===== src/rtl/wdesc_pkg.sv =====
package wdesc_pkg;

  typedef struct packed {
    logic       fired;
    logic       warned;
    logic [1:0] kind;
  } wd_status_t;

  // Exponent of the period, in ticks, for a given period select.
  function automatic int unsigned period_exp(input int unsigned base,
                                             input int unsigned step,
                                             input logic [1:0] sel);
    return base + step * int'(sel);
  endfunction

endpackage


===== src/rtl/wdesc_period_cnt.sv =====
module wdesc_period_cnt
  import wdesc_pkg::*;
#(
  parameter int unsigned EXP_BASE = 17,
  parameter int unsigned EXP_STEP = 4
) (
  input  logic       clk,
  input  logic       rst_n,
  input  logic       tick,
  input  logic       run,
  input  logic [1:0] sel,
  output logic       expire
);
  localparam int unsigned CNT_W = EXP_BASE + 3 * EXP_STEP;

  logic [CNT_W-1:0] cnt;
  logic [CNT_W-1:0] limit;

  always_comb begin
    limit  = {CNT_W{1'b1}} >> (CNT_W - period_exp(EXP_BASE, EXP_STEP, sel));
    expire = tick & run & (cnt >= limit);
  end

  always_ff @(posedge clk) begin
    if (!rst_n)          cnt <= '0;
    else if (expire)     cnt <= '0;
    else if (tick & run) cnt <= cnt + 1'b1;
  end
endmodule


===== src/rtl/wdesc_stage.sv =====
module wdesc_stage
  import wdesc_pkg::*;
(
  input  logic       clk,
  input  logic       rst_n,
  input  logic       expire,
  input  logic [1:0] ctl_kind,
  input  logic       clr_we,
  input  logic [3:0] clr_mask,
  output wd_status_t st,
  output logic       halted,
  output logic       final_evt,
  output logic       rst_req,
  output logic [1:0] rst_kind
);
  wd_status_t st_nxt;
  logic       halt_nxt;
  logic       resume;

  always_comb begin
    st_nxt    = st;
    final_evt = 1'b0;
    if (expire) begin
      case ({st.fired, st.warned})
        2'b10:   st_nxt.warned = 1'b1;
        2'b11: begin
          st_nxt.kind = ctl_kind;
          final_evt   = 1'b1;
        end
        default: st_nxt.fired = 1'b1;
      endcase
    end
    resume = clr_we & (clr_mask[3] | clr_mask[2]);
    if (clr_we) st_nxt = st_nxt & ~clr_mask;
    halt_nxt = (halted | final_evt) & ~resume;
  end

  always_ff @(posedge clk) begin
    if (!rst_n) begin
      st       <= '0;
      halted   <= 1'b0;
      rst_req  <= 1'b0;
      rst_kind <= 2'b00;
    end else begin
      st       <= st_nxt;
      halted   <= halt_nxt;
      rst_req  <= final_evt & (ctl_kind != 2'b00);
      rst_kind <= final_evt ? ctl_kind : 2'b00;
    end
  end
endmodule


===== src/rtl/wdog_escalate.sv =====
module wdog_escalate
  import wdesc_pkg::*;
#(
  parameter int unsigned EXP_BASE = 17,
  parameter int unsigned EXP_STEP = 4
) (
  input  logic        clk,
  input  logic        rst_n,
  input  logic        tick,
  input  logic        ctl_we,
  input  logic [31:0] ctl_wdata,
  input  logic        sts_clr_we,
  input  logic [31:0] sts_clr_mask,
  output logic [31:0] ctl_q,
  output logic [31:0] sts_q,
  output logic        wd_irq,
  output logic        rst_req,
  output logic [1:0]  rst_kind
);
  logic [1:0] per_sel;
  logic [1:0] rst_sel;
  logic       irq_en;
  logic       expire;
  logic       final_evt;
  logic       halted;
  wd_status_t st;

  always_ff @(posedge clk) begin
    if (!rst_n) begin
      per_sel <= 2'b00;
      rst_sel <= 2'b00;
      irq_en  <= 1'b0;
    end else if (ctl_we) begin
      per_sel <= ctl_wdata[31:30];
      rst_sel <= ctl_wdata[29:28];
      irq_en  <= ctl_wdata[27];
    end
  end

  wdesc_period_cnt #(.EXP_BASE(EXP_BASE), .EXP_STEP(EXP_STEP)) u_cnt (
    .clk(clk), .rst_n(rst_n), .tick(tick), .run(~halted),
    .sel(per_sel), .expire(expire)
  );

  wdesc_stage u_stage (
    .clk(clk), .rst_n(rst_n), .expire(expire), .ctl_kind(rst_sel),
    .clr_we(sts_clr_we), .clr_mask(sts_clr_mask[31:28]),
    .st(st), .halted(halted), .final_evt(final_evt),
    .rst_req(rst_req), .rst_kind(rst_kind)
  );

  assign ctl_q  = {per_sel, rst_sel, irq_en, 27'd0};
  assign sts_q  = {st, 28'd0};
  assign wd_irq = st.warned & irq_en;
endmodule


===== config.mk =====
export PLATFORM = sky130hd
export DESIGN_NAME = wdog_escalate
export DESIGN_NICKNAME = d
export VERILOG_FILES = /design/src/rtl/wdesc_pkg.sv /design/src/rtl/wdesc_period_cnt.sv /design/src/rtl/wdesc_stage.sv /design/src/rtl/wdog_escalate.sv
export SDC_FILE = /design/constraint.sdc
export NUM_CORES = 1
export LEC_CHECK = 0
export BUFFER_PORTS_ARGS = -buffer_cell sky130_fd_sc_hd__buf_2
export CORE_MARGIN = 4
export CORE_UTILIZATION = 45
export CTS_CLUSTER_DIAMETER = 100
export DETAILED_ROUTE_END_ITERATION = 12
export GPL_TIMING_DRIVEN = 0
export PLACE_DENSITY_LB_ADDON = 0.1
export SYNTH_ARGS = -nofsm -noshare
export SYNTH_HDL_FRONTEND = slang
export SYNTH_HIERARCHICAL = 1
export SYNTH_SLANG_ARGS = --single-unit
export TNS_END_PERCENT = 10

===== constraint.sdc =====
create_clock -name clk -period 4 [get_ports clk]
set_input_delay 0.8 -clock clk [delete_from_list [all_inputs] [get_ports clk]]
set_output_delay 0.8 -clock clk [all_outputs]
set_load 0.01 [all_outputs]

==> out/results.ini <==
[die]
die_w_um=90.2
die_h_um=90.2
dieArea_um2=8140
boundaryPins=137
row_count=29
core_um2=6460
initial_core_util_pct=47.1

[place]
dp_hpwl_um=4770
pre_cts_ws_ps=953
routabilityCongestion=0.813
io_buffers=25
placed_cells=507

[grt]
met3_usage_pct=4.67
grt_usage_pct=15.0
grt_max_degree=16
use_met2_pct=25.8
antenna_found_initial=0
top_usage_layer=met2
grt_pass1_wl_um=10400
grt_overflow=0
grt_pass1_vias=2244
use_met1_pct=18.3

[cts]
clockBufferDepth=2
clock_latency_ps=300
cts_made_buffers=5
clock-sinks=42
path_clk_slew_ps=90
root_buffer=clkbuf_8
cts_tree=built
post_cts_resized=0
holdBufCountCts=0
post_cts_buffers=0
h-tree-depth=2

[sta]
drv_slew=0
tightest_slew_ps=522
rsz0062_at_grt=false
period_needed_ps=3040
fin_worst_skew_ps=7.24
max_freq_mhz=329
setup_slack_ps=959
fin_tns_setup_ps=0
min_period_over_period_pct=76.0
finalHoldViolCount=0
setup_violations=0
slew_headroom_pct=64.8

[routing]
drt_iter0_drc=58
via_count=2366
wl_um=5830
post_drt_wl_per_cell_um=11.3
postRouteAntennaNets=0
vias_per_cell=4.59
drc=0
firstDrtPassIters=4

[logic_synthesis]
ys_types=46
syn-cell-area_um2=3040
synth_commonest_cells=56 x buf_4, 42 x dfxtp_1, 30 x ha_1, 27 x nand2_1, 24 x nor3b_1
synth_area_leaders=dfxtp_1 28%, buf_4 14%, ha_1 12%
yosysMostFrequentCell=buf_4
synth-edff-count=0
synth.avg_cell_area_um2=9.05
synth_top_area_cell=dfxtp_1
synthCells=336
synth_top_area_share_pct=27.7
ys_seq_elements=42
ys.flop_type=dfxtp_1
ys_warn_count=6
async_reset_ff_share_pct=0
seq_area_frac_synth_pct=27.7

[power_and_ir_drop]
p_per_area_nw_per_um2=234
power_w=0.000847
ir_drop_v=0.000141
p_leak_nw=1.78

[min_path]
min_path_type=reg -> reg

[final_layout]
nFillCells=618
synthToLayoutAreaGrowth_pct=18.9
regArea_um2=841
layout-drive-gt1-share_pct=24.7
multi_input_area_um2=1960
antennaDiodeCount=0
nNetsFinal=536
final_util_pct=56.0
final_cells=515

[outcome]
run_status=finished, final reports clean

[critical_path]
crit_type=reg -> reg
worstPathRequired_ps=4230
critPathMaxFanout=12
critPathLaunchType=register
end_kind=register
crit_arrival_ps=3270

[run]
maxCapViolCount=0

-- registers in the layout (all words and copies together) (netlist names) --
| register | flops |
|---|---|
| per_sel | 2 |
| u_stage/st | 4 |
| u_cnt/cnt | 29 |
| irq_en | 1 |
| rst_sel | 2 |
| u_stage/rst_req | 1 |
| u_stage/halted | 1 |
| u_stage/rst_kind | 2 |
-- layer usage --
metal  vias up  routed length [um]
met5         -                   0
met4         0                  55
met3         6                 384
met2        60                2790
met1      1039                2600
li1       1261                   -
-- worst paths after layout --
check / to / slack (ps) / depth (start not counted) / start
max: u_stage/st[1] / 960 / 12 / per_sel[1]
min: u_stage/st[0] / 490 / 2 / u_stage/st[0]
max reg2reg: u_stage/st[1] / 960 / 12 / per_sel[1]
min reg2reg: u_stage/st[0] / 490 / 2 / u_stage/st[0]
-- stage by stage --
| stage | cell area (um2) | hold slack [ps] |
|---|---|---|
| floorplan | 3300 | 472 |
| global placement | 3520 | 453 |
| detailed placement | 3520 | 478 |
| CTS | 3610 | 489 |
| global route | 3610 | 531 |
| finish | 3610 | 487 |
-- power breakdown --
| group | internal (W) | switching, W | leakage, nW |
|---|---|---|---|
| clock network | 0.000126 | 0.000158 | 0.0447 |
| registers | 0.000422 | 0.00000548 | 0.340 |
| logic | 0.0000661 | 0.0000684 | 1.40 |
| total | 0.000615 | 0.000232 | 1.78 |
-- layout make-up --
cell class	count	share of cell area, %
clock buffer	5	1.90
sequential	42	23.3
inverter	4	0.415
buffer	65	13.4
multi-input combinational	294	54.2
clock inverter	3	0.692
timing repair buffer	25	3.46
tap	77	2.67
-- cell families (layout without fill, tap and decap cells) --
kind of cell / after synthesis / after routing / synth area share, %
simple gates: 121 / 121 / 24.5
buf+inv: 69 / 102 / 16.5
flops: 42 / 42 / 27.7
compound gates: 41 / 41 / 9.79
fa+ha+maj: 30 / 30 / 12.3
xor+xnor: 25 / 25 / 7.20
mux: 5 / 5 / 1.65
other cells: 3 / 72 / 0.370
-- cell usage in the layout, fill, tap and decap left out, drive strengths merged, types with 2 or more instances in the layout --
master	Yosys	final
mux2i	5	5
a21oi	14	14
nor3	4	4
o211a	2	2
inv	4	5
a31o	2	2
nor2b	6	6
and3	8	8
o21ai	6	6
clkbuf	3	8
nand4	11	11
ha	30	30
nor4	2	2
buf	62	87
and2	3	3
nand2	27	27
xnor2	6	6
a211oi	3	3
a21o	3	3
dfxtp	42	42
nand4b	2	2
xor2	19	19
nand3	18	18
conb	3	72
a21boi	4	4
nor3b	25	25
and4	3	3
nor2	9	9
-- worst max-delay path: stages, from the launching register on --
cell and delay (ps):
dfxtp_1 420, nand2_1 160, ha_1 330, nand4_1 160, or4b_4 550, nor3_4 200, o41ai_2 140, a21oi_4 340
buf_6 200, and3_1 180, buf_6 120, nand4_1 80, o21ai_0 80
No activity file was read; power rests on OpenSTA's default activity.
